$ cat src/rtl/adpcm_port_pkg.sv
package adpcm_port_pkg;
  localparam int NUM_CH     = 4;
  localparam int WORD_W     = 16;
  localparam int LIN_BITS   = 14;
  localparam int SLOT_ADPCM = 4;
  localparam int SLOT_LIN   = 16;
  localparam int CH_W       = $clog2(NUM_CH);
  localparam int POS_W      = $clog2(SLOT_LIN);
  localparam int WID_W      = POS_W + 1;
  localparam int CNT_W      = $clog2(NUM_CH * SLOT_LIN) + 1;
  localparam int LOG_ADPCM  = $clog2(SLOT_ADPCM);
  localparam int LOG_LIN    = $clog2(SLOT_LIN);

  typedef struct packed {
    logic              frameStart;
    logic              capture;
    logic              rxBit;
    logic [CH_W-1:0]   rxChan;
    logic              publish;
    logic              launch;
    logic              txOn;
    logic [CH_W-1:0]   txChan;
    logic [POS_W-1:0]  txIdx;
    logic              lin;
    logic [WID_W-1:0]  width;
  } ctl_t;

  function automatic logic [WID_W-1:0] widthOf(input logic [2:0] mode, input logic lin);
    if (lin)                 return WID_W'(SLOT_LIN);
    else if (mode == 3'b001) return WID_W'(3);
    else if (mode == 3'b010) return WID_W'(2);
    else                     return WID_W'(4);
  endfunction
endpackage

$ cat src/rtl/adpcm_port_ctrl.sv
module adpcm_port_ctrl
  import adpcm_port_pkg::*;
(
  input  logic       clk,
  input  logic       rstN,
  input  logic       bclk,
  input  logic       fsync,
  input  logic       serIn,
  input  logic [2:0] modeSel,
  input  logic       linSel,
  output ctl_t       ctl
);
  logic [1:0] bclkQ, fsQ, diQ;
  logic       bclkD, running, curLin, pubD;
  logic [WID_W-1:0] curW;
  logic [CNT_W-1:0] rxCnt, txCnt;

  logic bclkS, fsS, fall, rise;
  assign bclkS = bclkQ[1];
  assign fsS   = fsQ[1];
  assign fall  = bclkD & ~bclkS;
  assign rise  = ~bclkD & bclkS;

  // receive side: effective frame parameters (a sync edge takes the new mode)
  logic             effLin, active, inFrame;
  logic [WID_W-1:0] newW, effW;
  logic [CNT_W-1:0] effCnt, rxBits, rxPosFull;
  logic [POS_W-1:0] rxPos;
  logic [CH_W-1:0]  rxChan;

  always_comb begin
    newW      = widthOf(modeSel, linSel);
    effLin    = fsS ? linSel : curLin;
    effW      = fsS ? newW : curW;
    effCnt    = fsS ? '0 : rxCnt;
    rxBits    = CNT_W'(NUM_CH) << (effLin ? LOG_LIN : LOG_ADPCM);
    rxPosFull = effCnt & ((CNT_W'(1) << (effLin ? LOG_LIN : LOG_ADPCM)) - CNT_W'(1));
    rxPos     = rxPosFull[POS_W-1:0];
    rxChan    = CH_W'(effCnt >> (effLin ? LOG_LIN : LOG_ADPCM));
    active    = fsS | running;
    inFrame   = active && (effCnt < rxBits);
  end

  // transmit side uses the frame parameters latched at the sync edge
  logic             txInFrame;
  logic [CNT_W-1:0] txBits, txPosFull;
  logic [WID_W-1:0] txPos, txIdxFull;

  always_comb begin
    txBits    = CNT_W'(NUM_CH) << (curLin ? LOG_LIN : LOG_ADPCM);
    txPosFull = txCnt & ((CNT_W'(1) << (curLin ? LOG_LIN : LOG_ADPCM)) - CNT_W'(1));
    txPos     = WID_W'(txPosFull);
    txIdxFull = curW - WID_W'(1) - txPos;
    txInFrame = running && (txCnt < txBits);
  end

  always_comb begin
    ctl            = '0;
    ctl.frameStart = fall & fsS;
    ctl.capture    = fall && inFrame && ({1'b0, rxPos} < effW);
    ctl.rxBit      = diQ[1];
    ctl.rxChan     = rxChan;
    ctl.publish    = pubD;
    ctl.launch     = rise;
    ctl.txOn       = txInFrame && (txPos < curW);
    ctl.txChan     = CH_W'(txCnt >> (curLin ? LOG_LIN : LOG_ADPCM));
    ctl.txIdx      = txIdxFull[POS_W-1:0];
    ctl.lin        = curLin;
    ctl.width      = curW;
  end

  always_ff @(posedge clk or negedge rstN) begin
    if (!rstN) begin
      bclkQ <= '0; fsQ <= '0; diQ <= '0; bclkD <= 1'b0;
      running <= 1'b0; curLin <= 1'b0; curW <= WID_W'(4);
      rxCnt <= '0; txCnt <= '0; pubD <= 1'b0;
    end else begin
      bclkQ <= {bclkQ[0], bclk};
      fsQ   <= {fsQ[0], fsync};
      diQ   <= {diQ[0], serIn};
      bclkD <= bclkS;
      pubD  <= fall && inFrame && (effCnt == rxBits - CNT_W'(1));
      if (fall) begin
        if (fsS) begin
          curW    <= newW;
          curLin  <= linSel;
          running <= 1'b1;
          txCnt   <= '0;
        end
        if (inFrame) rxCnt <= effCnt + CNT_W'(1);
      end
      if (rise && txInFrame) txCnt <= txCnt + CNT_W'(1);
    end
  end
endmodule

$ cat src/rtl/adpcm_port_dp.sv
module adpcm_port_dp
  import adpcm_port_pkg::*;
(
  input  logic                     clk,
  input  logic                     rstN,
  input  ctl_t                     ctl,
  input  logic [NUM_CH*WORD_W-1:0] txWords,
  output logic                     serOut,
  output logic [NUM_CH*WORD_W-1:0] rxWords,
  output logic                     rxValid
);
  logic [WORD_W-1:0] acc     [NUM_CH];
  logic [WORD_W-1:0] accNext [NUM_CH];
  logic [WORD_W-1:0] txReg   [NUM_CH];
  logic [WORD_W-1:0] rxReg   [NUM_CH];

  always_comb begin
    for (int c = 0; c < NUM_CH; c++) begin
      accNext[c] = ctl.frameStart ? '0 : acc[c];
      if (ctl.capture && (ctl.rxChan == CH_W'(c)))
        accNext[c] = {accNext[c][WORD_W-2:0], ctl.rxBit};
    end
  end

  always_ff @(posedge clk or negedge rstN) begin
    if (!rstN) begin
      for (int c = 0; c < NUM_CH; c++) begin
        acc[c] <= '0; txReg[c] <= '0; rxReg[c] <= '0;
      end
      rxValid <= 1'b0;
      serOut  <= 1'b0;
    end else begin
      for (int c = 0; c < NUM_CH; c++) begin
        acc[c] <= accNext[c];
        if (ctl.frameStart) txReg[c] <= txWords[c*WORD_W +: WORD_W];
        if (ctl.publish)
          rxReg[c] <= ctl.lin ? {{(WORD_W-LIN_BITS){acc[c][LIN_BITS-1]}}, acc[c][LIN_BITS-1:0]}
                              : acc[c];
      end
      rxValid <= ctl.publish;
      if (ctl.launch) serOut <= ctl.txOn ? txReg[ctl.txChan][ctl.txIdx] : 1'b0;
    end
  end

  for (genvar g = 0; g < NUM_CH; g++) begin : g_out
    assign rxWords[g*WORD_W +: WORD_W] = rxReg[g];
  end
endmodule

$ cat src/rtl/adpcm_serial_port.sv
module adpcm_serial_port
  import adpcm_port_pkg::*;
(
  input  logic                     clk,
  input  logic                     rstN,
  input  logic                     bclk,
  input  logic                     fsync,
  input  logic                     serIn,
  input  logic [2:0]               modeSel,
  input  logic                     linSel,
  input  logic [NUM_CH*WORD_W-1:0] txWords,
  output logic                     serOut,
  output logic [NUM_CH*WORD_W-1:0] rxWords,
  output logic                     rxValid
);
  ctl_t ctl;

  adpcm_port_ctrl ctrl_i (
    .clk(clk), .rstN(rstN), .bclk(bclk), .fsync(fsync), .serIn(serIn),
    .modeSel(modeSel), .linSel(linSel), .ctl(ctl)
  );

  adpcm_port_dp dp_i (
    .clk(clk), .rstN(rstN), .ctl(ctl), .txWords(txWords),
    .serOut(serOut), .rxWords(rxWords), .rxValid(rxValid)
  );
endmodule

$ cat config.mk
export PLATFORM = sky130hd
export DESIGN_NAME = adpcm_serial_port
export DESIGN_NICKNAME = d
export VERILOG_FILES = /design/src/rtl/adpcm_port_pkg.sv /design/src/rtl/adpcm_port_ctrl.sv /design/src/rtl/adpcm_port_dp.sv /design/src/rtl/adpcm_serial_port.sv
export SDC_FILE = /design/constraint.sdc
export NUM_CORES = 1
export LEC_CHECK = 0
export ABC_AREA = 1
export BUFFER_PORTS_ARGS = -buffer_cell sky130_fd_sc_hd__buf_4
export CORE_MARGIN = 2
export CORE_UTILIZATION = 50
export DETAILED_ROUTE_END_ITERATION = 8
export GPL_ROUTABILITY_DRIVEN = 0
export PLACE_DENSITY_LB_ADDON = 0.3
export SLEW_MARGIN = 40
export SYNTH_ARGS = -nofsm -noshare
export SYNTH_HDL_FRONTEND = slang
export SYNTH_SLANG_ARGS = --single-unit
export TNS_END_PERCENT = 100
$ cat constraint.sdc
create_clock -name clk -period 5.9 [get_ports clk]
set_input_delay 0.295 -clock clk [delete_from_list [all_inputs] [get_ports clk]]
set_output_delay 0.295 -clock clk [all_outputs]
set_load 0.005 [all_outputs]
==> flow_summary_export.csv, run 1 <==
group,metric,value,unit
outcome,status,"complete, no violations",
critical_path,r2r-start,"ctrl_i.fsQ[1]",
global_routing,grt_pass1_vias,8020,
routing,ant_nets,0,
clocking,ctsResizeCount,0,
clocking,cts_buffer_depth,3,
critical_path,critPathLaunchType,"register",
global_routing,grt.busiest_layer,"met2",
pwr,p_clk_share,38.9,%
floorplanning,num_rows,51,
pwr,seqPwrFrac,44.8,%
pwr,leakage,6.66,nW
critical_path,cp_max_fo,32,
floorplanning,design.core.area,19400,sq um
clocking,cts_made_buffers,23,
critical_path,arrival,3.68,ns
min_path,min_delay_path_depth,3,
sta,fin_crit_sh,56.0,%
synthesis,synthArstFlopShare,100,%
final_layout,fin_util,64.5,%
synthesis,synth_largest_area_cell,"dfrtp_1",
clocking,post_cts_buffers,0,
critical_path,rrSetupSlack,2.59,ns
final_layout,fillCellCount,1614,
global_routing,met1_usage,30.6,%
sta,rsz0062_at_grt,"no",
flow_run,max_cap_violations,0,
synthesis,ys_seq_area_share,56.8,%
synthesis,syn_inst,1210,
clocking,cts_hold_buf,63,
routing,via_per_inst,5.02,
clocking,cts_tree,"done",
clocking,clock_sinks,223,
placed_design,place_ws,2.44,ns
critical_path,critPathLaunch,"ctrl_i.fsQ[1]",
sta,worstMarginPinSlew,0.759,ns
placed_design,post-dp-hpwl,14500,um
sta,relSlewSlack,49.4,%
final_layout,multi_input_area,3750,sq um
sta,finClkSkew,0.0145,ns
pwr,swShare,27.5,%
min_path,min_to,"dp_i.txReg[52]",
routing,drt-initial-drc-count,514,
sta,setup_slack,2.59,ns
floorplanning,die_width,144,um
synthesis,synth_flop_cell,"dfrtp_1",
routing,finalWirelength,22800,um
critical_path,worstReg2RegEnd,"dp_i.acc[9]",
synthesis,yosys_warnings,0,
clocking,clk-insertion-delay-late,0.52,ns
min_path,min_from,"txWords[4]",
critical_path,crit_type,"reg -> reg",
pwr,vdd_ir_drop_max,207,uV
global_routing,met3_usage,3.87,%
final_layout,final_nets,1472,
final_layout,layout-drive-gt1-share,14.5,%
final_layout,area_growth,27.4,%
sta,min_period,3.31,ns
synthesis,syn_area,9820,sq um
floorplanning,die_h,144,um
synthesis,synthTopCellsByArea,"dfrtp_1 57%, nand2_1 21%, nand3_1 5.0%, inv_1 2.5%, o21ai_1 2.3%",
pwr,intPower,2.89,mW
critical_path,r2r_cells,10,
pwr,p_comb_share,16.3,%
sta,timing.fmax,0.303,GHz
synthesis,synth_enable_flop_cells,0,
sta,finalSetupViolations,0,
clocking,ctsRootBufferMaster,"clkbuf_16",
pwr,power-per-cell-area,319,nW/um^2
synthesis,syn_area_per_cell,8.12,sq um
routing,drc_errors,0,
synthesis,ys_ff_latch,223,
sta,finalHoldViolations,0,
floorplanning,die_area,20800,sq um
clocking,clk_pin_slew,0.06,ns
sta,fin_setup_tns,0,ns
final_layout,seq_area,5580,sq um
final_layout,antenna_cells,0,
synthesis,synth.distinct_cells,32,
global_routing,grt_max_degree,101,
pwr,total_power,3.99,mW
routing,vias,8362,
critical_path,cp.required,6.28,ns
global_routing,grt_overflow_total,0,
clocking,h-tree-depth,1,
sta,drv_slew,0,
floorplanning,io-pin-count,139,
pwr,p_sw,1.10,mW
placed_design,portBuffers,138,
global_routing,grtUsageTotal,22.7,%
routing,routedWlPerCell,13.7,um
min_path,hold_path_class,"in -> reg",
floorplanning,start_util,50.6,%
synthesis,synth_top_area_share,56.6,%
global_routing,grt_pass1_wl,38100,um
synthesis,syn_nets,1299,
global_routing,globalRouteMet2Util,38.2,%
critical_path,worstSetupEndpointType,"register",
routing,firstDrtPassIters,5,
global_routing,antenna_found_initial,0,
[per-layer routing]
metal / vias to the layer above / wire length (um)
li1: 4170 / -
met1: 3883 / 10100
met2: 270 / 10900
met3: 39 / 1280
met4: 0 / 515
met5: - / 0
[worst max path at each step]
stage	end	slack [ns]	cells past startpoint
floorplan	dp_i.acc[11]	3.65	17
global placement	dp_i.acc[53]	2.54	10
detailed placement	dp_i.acc[59]	2.44	10
CTS	dp_i.acc[9]	2.40	10
global route	dp_i.acc[9]	2.26	10
finish	dp_i.acc[9]	2.59	10
[stage by stage]
stage,hold WS [ns],instance area (sq um),std cells
after CTS,0.00310,12500,1665
after global placement,0.336,11000,1559
after floorplan,-0.000591,9820,1210
after detailed placement,0.264,11000,1560
final,0.0124,12500,1665
after global routing,0.0128,12500,1665
[synth_stat cells, drive strengths merged (2+ instances only)]
cell type,instances
nor3,6
a31oi,9
dfrtp,222
xor2,4
buf,23
a21oi,29
nand2,562
xnor2,2
nor2,51
o21ai,65
nand3,99
or2,2
o22ai,6
clkbuf,38
inv,68
ha,15
[critical path, cell delays in order (launching register included)]
cell	delay, ns
dfrtp_1	0.57
inv_2	0.17
nor2_1	0.30
nor2_1	0.12
ha_1	0.33
o31ai_1	0.28
nand2_2	0.16
nor3_2	0.48
nand2_2	0.45
nor2_1	0.25
a21oi_1	0.07
[logic make-up (layout without fill, tap and decap cells)]
family	Yosys count	count (layout)	share of synthesized area, %
AOI/OAI and AO/OA	114	114	6.21
xor gates and xnor gates	6	6	0.535
adders and majority gates	16	16	2.12
buffers and inverters	129	319	5.19
DFF	223	223	56.8
and+or+nand+nor	722	722	29.1
[registers in the layout, indices dropped and copies added, names as in the netlist]
signal / flops
dp_i.acc: 64
dp_i.rxWords: 64
dp_i.txReg: 64
ctrl_i.rxCnt: 7
ctrl_i.txCnt: 7
ctrl_i.curW: 5
ctrl_i.bclkQ: 2
ctrl_i.diQ: 2
ctrl_i.fsQ: 2
ctrl_i.bclkD: 1
ctrl_i.curLin: 1
ctrl_i.pubD: 1
ctrl_i.running: 1
dp_i.rxValid: 1
dp_i.serOut: 1
[layout make-up]
| type | instances | share of cell area, % |
|---|---|---|
| sequential | 223 | 44.6 |
| clock buffer | 32 | 5.51 |
| tap | 265 | 2.65 |
| multi-input combinational | 858 | 30.0 |
| inverter | 68 | 2.10 |
| clock inverter | 10 | 1.14 |
| timing repair buffer | 209 | 14.0 |
[layout by cell type, fill, tap and decap left out, types with 2 or more instances in the layout]
| master | instances |
|---|---|
| clkinv_2 | 5 |
| ha_1 | 15 |
| buf_4 | 144 |
| nand3_1 | 99 |
| nor2_1 | 50 |
| o21ai_0 | 20 |
| nor3_1 | 5 |
| xnor2_1 | 2 |
| dfrtp_1 | 221 |
| xor2_1 | 4 |
| dlygate4sd3_1 | 63 |
| clkbuf_16 | 23 |
| a21oi_1 | 29 |
| nand2_2 | 7 |
| o22ai_1 | 6 |
| clkbuf_8 | 8 |
| nand2_1 | 555 |
| a31oi_1 | 9 |
| inv_1 | 65 |
| bufinv_16 | 3 |
| o21ai_1 | 45 |
[power groups by stage]
stage	combinational, mW	clock (mW)	sequential, mW
after floorplan	0.426	0	1.78
after global placement	0.592	0	1.81
after detailed placement	0.610	0	1.81
after CTS	0.647	1.58	1.79
after global routing	0.745	1.63	1.81
final	0.649	1.55	1.79
(Power assumes the default switching activity.)
==> run 2: changes to the inputs <==
- clock period: 5.9 -> 3.1 ns (I/O delays scaled with it)
==> run 2 against run 1 <==
Compared with the run above:
- cell count grew 1.1%
- maximum frequency grew 21%
- clock power grew 95%
- sequential power grew 90%
- combinational power grew 94%
- critical path depth grew 1
- sequential share of layout area shrank 0.66 points
- clock skew shrank 0.0040 ns
- clock-buffer cell count shrank 4
- largest power group unchanged
==> flow_summary_export.csv, run 2 (synthesis results as in run 1) <==
group,metric,value,unit
outcome,status,"complete, no violations",
flow_run,max_cap_violations,0,
global_routing,grt_overflow_total,0,
routing,routedWlPerCell,13.7,um
sta,worstMarginPinSlew,0.720,ns
placed_design,post-dp-hpwl,14400,um
routing,ant_nets,0,
pwr,seqPwrFrac,44.2,%
critical_path,arrival,3.11,ns
final_layout,final_nets,1490,
clocking,cts_made_buffers,24,
pwr,intPower,5.58,mW
sta,fin_setup_tns,0,ns
clocking,ctsResizeCount,0,
placed_design,dpl-instance-area,11100,sq um
final_layout,antenna_cells,0,
critical_path,critPathSlowestCell,"nor3_2",
critical_path,critPathBufInv,2,
sta,min_period,2.73,ns
routing,finalWirelength,23100,um
critical_path,cp_max_fo,32,
sta,finalHoldViolations,0,
critical_path,crit_top_cell,"nor2_1",
routing,drt-initial-drc-count,545,
pwr,swShare,27.4,%
pwr,p_sw,2.11,mW
global_routing,grt_pass1_wl,38500,um
routing,vias,8414,
critical_path,worstPathCellList,"inv_2 > nor2_1 > nor2_1 > ha_1 > o31ai_1 > nand2_2 > nor3_2 > nand2_1 > buf_4 > nor2_1 > a21oi_1",
clocking,cts_buffer_depth,3,
sta,timing.fmax,0.366,GHz
critical_path,worstSetupEndpointType,"register",
sta,finalSetupViolations,0,
critical_path,critPathTopFamily,"simple AND/OR/NAND/NOR gates",
critical_path,crit_type,"reg -> reg",
critical_path,cp.required,3.47,ns
clocking,clock_sinks,223,
floorplanning,die_area,20800,sq um
final_layout,final_cell_mix,"561 x nand2_1, 221 x dfrtp_1, 151 x buf_4",
sta,relSlewSlack,52.0,%
floorplanning,design.core.area,19400,sq um
routing,via_per_inst,5.00,
routing,firstDrtPassIters,5,
pwr,leakage,6.75,nW
clocking,clk-insertion-delay-late,0.50,ns
sta,hold_ws,0.0830,ns
clocking,clk_pin_slew,0.06,ns
global_routing,grt_pass1_vias,8132,
sta,drv_slew,0,
sta,fin_crit_sh,88.2,%
pwr,p_clk_share,39.4,%
pwr,vdd_ir_drop_max,424,uV
final_layout,layout-drive-gt1-share,14.7,%
sta,rsz0062_at_grt,"no",
placed_design,portBuffers,138,
min_path,hold_path_class,"in -> reg",
pwr,p_comb_share,16.4,%
sta,finClkSkew,0.0104,ns
routing,drc_errors,0,
final_layout,finalInstanceArea,12700,sq um
floorplanning,num_rows,51,
global_routing,grt_max_degree,109,
global_routing,antenna_found_initial,0,
critical_path,critPathLaunchType,"register",
final_layout,area_growth,29.4,%
critical_path,crit_path_max_incr_delay,0.39,ns
clocking,h-tree-depth,1,
final_layout,layout_commonest_cell,"nand2_1",
pwr,power-per-cell-area,605,nW/um^2
global_routing,grtUsageTotal,22.8,%
pwr,total_power,7.69,mW
floorplanning,start_util,50.6,%
floorplanning,die_width,144,um
final_layout,fin_cells,1684,
placed_design,dp_cells,1569,
clocking,ctsRootBufferMaster,"clkbuf_16",
clocking,cts_tree,"done",
floorplanning,io-pin-count,139,
floorplanning,die_h,144,um
run 2: layout make-up:
class	instances	area, sq um
Clock buffer	28	657
Clock inverter	16	195
Fill cell	1616	6700
Inverter	68	263
Multi-Input combinational cell	858	3740
Sequential cell	223	5580
Tap cell	265	332
Timing Repair Buffer	226	1940
run 2: final timing paths:
path / cells after the start / end / slack [ns] / start
worst min-delay path: 6 / ctrl_i.curW[0] / 0.08 / modeSel[1]
worst min register to register: 0 / ctrl_i.fsQ[1] / 0.35 / ctrl_i.fsQ[0]
max in group asynchronous: 4 / dp_i.rxValid / 2.00 / rstN
min in group asynchronous: 2 / dp_i.rxWords[24] / 0.12 / rstN
worst max-delay path: 11 / dp_i.acc[7] / 0.37 / ctrl_i.fsQ[1]
worst max register to register: 11 / dp_i.acc[7] / 0.37 / ctrl_i.fsQ[1]
run 2: worst register-to-register path, stage by stage (launching register included):
cell	delay, ns
dfrtp_1	0.36
inv_2	0.10
nor2_1	0.32
nor2_1	0.12
ha_1	0.33
o31ai_1	0.27
nand2_2	0.18
nor3_2	0.39
nand2_1	0.09
buf_4	0.24
nor2_1	0.16
a21oi_1	0.06
run 2: through the flow:
step | utilization (%) | setup slack [ns]
global route | 65.5 | 0.0951
finish | 65.5 | 0.367
global placement | 57.3 | 0.481
detailed placement | 57.3 | 0.387
CTS | 65.3 | 0.386
floorplan | - | 0.848
run 2: timing repair:
action,4_1_cts,5_1_grt
hold endpoints to repair,177,0
hold buffers,70,0
endpoints found under the setup margin,0,0
setup buffers,0,0
run 2: metal layers:
layer / GRT usage [%] / part of all wire [%] / routed length [um] / vias to the layer above
li1: - / - / - / 4200
met1: 30.4 / 43 / 10100 / 3933
met2: 39.4 / 49 / 11300 / 242
met3: 3.41 / 5.5 / 1280 / 39
met4: 5.77 / 2.0 / 473 / 0
met5: 0 / 0 / 0 / -
run 2: power groups by stage:
stage | Combinational [mW] | Sequential, mW | Clock (mW)
detailed placement | 1.18 | 3.44 | 0
global placement | 1.15 | 3.44 | 0
global route | 1.44 | 3.44 | 3.21
finish | 1.26 | 3.40 | 3.03
floorplan | 0.811 | 3.39 | 0
CTS | 1.26 | 3.40 | 3.08
==> run 3: changes to the inputs <==
- CORE_UTILIZATION: 50 -> 55
==> run 3 against run 2 <==
Compared with the run above:
- total power fell by 5.3%
- highest routed layer unchanged
- via count grew 3.0%
- critical endpoint is now dp_i.acc[55]
- clock skew up 0.013 ns
- combinational power is essentially flat
- sequential power about the same
- global-route usage rose by 3.4 points
==> flow_summary_export.csv, run 3 (synthesis results as in run 1) <==
group,metric,value,unit
critical_path,cp-endpoint,"dp_i.acc[55]",
placed_design,portBuffers,138,
global_routing,grt_pass1_vias,8524,
global_routing,globalRouteMet2Util,44.9,%
sta,worstMarginPinSlew,0.719,ns
routing,vias,8669,
sta,finClkSkew,0.0229,ns
global_routing,grt.busiest_layer,"met2",
critical_path,r2r-start,"ctrl_i.fsQ[1]",
critical_path,worstSetupEndpointType,"register",
routing,finalWirelength,23700,um
critical_path,crit_type,"reg -> reg",
global_routing,met3_usage,3.75,%
floorplanning,die_width,138,um
sta,fin_setup_tns,0,ns
floorplanning,die_h,138,um
placed_design,place_ws,0.387,ns
sta,finalHoldViolations,0,
global_routing,antenna_found_initial,0,
final_layout,area_growth,27.4,%
final_layout,layout-drive-gt1-share,14.5,%
clocking,cts_made_buffers,23,
pwr,power-per-cell-area,582,nW/um^2
final_layout,final_nets,1493,
routing,ant_nets,0,
sta,min_period,2.73,ns
sta,rsz0062_at_grt,"no",
sta,finalSetupViolations,0,
clocking,clk_pin_slew,0.06,ns
pwr,vdd_ir_drop_max,433,uV
floorplanning,start_util,56.6,%
final_layout,antenna_cells,0,
sta,timing.fmax,0.366,GHz
global_routing,grt_overflow_total,0,
sta,relSlewSlack,52.1,%
global_routing,grtUsageTotal,26.1,%
floorplanning,design.core.area,17400,sq um
critical_path,worstReg2RegEnd,"dp_i.acc[55]",
critical_path,critPathLaunch,"ctrl_i.fsQ[1]",
floorplanning,die_area,18900,sq um
sta,hold_ws,0.0663,ns
final_layout,final_cell_mix,"561 x nand2_1, 221 x dfrtp_1, 157 x buf_4",
floorplanning,num_rows,48,
critical_path,critPathLaunchType,"register",
final_layout,fin_util,72.1,%
routing,firstDrtPassIters,5,
critical_path,arrival,3.11,ns
sta,drv_slew,0,
floorplanning,io-pin-count,139,
placed_design,post-dp-hpwl,14700,um
final_layout,layout_commonest_cell,"nand2_1",
pwr,leakage,6.69,nW
clocking,clock_sinks,223,
clocking,cts_buffer_depth,3,
global_routing,met1_usage,34.2,%
critical_path,cp.required,3.48,ns
global_routing,grt_max_degree,77,
flow_run,max_cap_violations,0,
clocking,clk-insertion-delay-late,0.51,ns
clocking,h-tree-depth,1,
global_routing,grt_pass1_wl,40000,um
routing,routedWlPerCell,14.4,um
pwr,total_power,7.28,mW
clocking,cts_tree,"done",
critical_path,r2r_cells,11,
routing,drc_errors,0,
critical_path,cp_max_fo,32,
clocking,ctsRootBufferMaster,"clkbuf_16",
routing,via_per_inst,5.27,
routing,drt-initial-drc-count,689,
min_path,hold_path_class,"in -> reg",
sta,fin_crit_sh,88.0,%
critical_path,rrSetupSlack,0.37,ns
sta,setup_slack,0.371,ns
outcome,status,"complete, no violations",
[run 3: cell count changes in the layout (fill, tap and decap cells not counted), sizes merged]
cell,previous run,this run
bufinv,4,0
clkinv,8,6
clkbuf,28,32
buf,156,160
clkinvlp,3,1
[run 3: metrics by stage]
| stage | cells | area (sq um) |
|---|---|---|
| after floorplan | 1210 | 9820 |
| after global placement | 1533 | 11100 |
| after detailed placement | 1534 | 11100 |
| after CTS | 1644 | 12500 |
| after global routing | 1644 | 12500 |
| final | 1644 | 12500 |
[run 3: power breakdown]
| part | switching, mW | internal [mW] |
|---|---|---|
| sequential | 0.187 | 3.21 |
| clock | 1.11 | 1.48 |
| combinational | 0.779 | 0.509 |
| total | 2.08 | 5.20 |
[run 3: metal layers]
layer / share of wire (%) / vias to the layer above
li1: - / 4200
met1: 43 / 4152
met2: 50 / 270
met3: 5.3 / 47
met4: 2.3 / 0
met5: 0 / -
[run 3: worst min-delay path by stage]
stage	start	end	slack, ns	cells past startpoint
after floorplan	rstN	ctrl_i.bclkD	-0.14	0
after global placement	serIn	ctrl_i.diQ[0]	0.26	1
after detailed placement	rstN	dp_i.rxWords[10]	0.06	1
after CTS	modeSel[1]	ctrl_i.curW[0]	0.05	6
after global routing	modeSel[0]	ctrl_i.curW[1]	0.08	5
final	modeSel[0]	ctrl_i.curW[1]	0.07	5
[run 3: cell type report]
| class | count | area, sq um |
|---|---|---|
| Timing Repair Buffer | 230 | 1940 |
| Sequential cell | 223 | 5580 |
| Multi-Input combinational cell | 858 | 3740 |
| Tap cell | 225 | 282 |
| Inverter | 68 | 260 |
| Clock buffer | 32 | 659 |
| Clock inverter | 8 | 46.3 |
| Fill cell | 1295 | 4850 |
[run 3: critical path, cell delays in order (launching register included)]
cell and delay [ns]:
dfrtp_1 0.36, inv_2 0.10, nor2_1 0.31, nor2_1 0.12, ha_1 0.34, o31ai_1 0.28, nand2_2 0.17, nor3_2 0.36
nand2_1 0.11, buf_4 0.25, nor2_1 0.15, a21oi_1 0.06
[run 3: what timing repair did]
item,4_1_cts,5_1_grt
setup endpoints to repair,0,0
hold buffers,70,0
hold endpoints to repair,225,0
buffers inserted,0,0
gates resized for setup,0,0
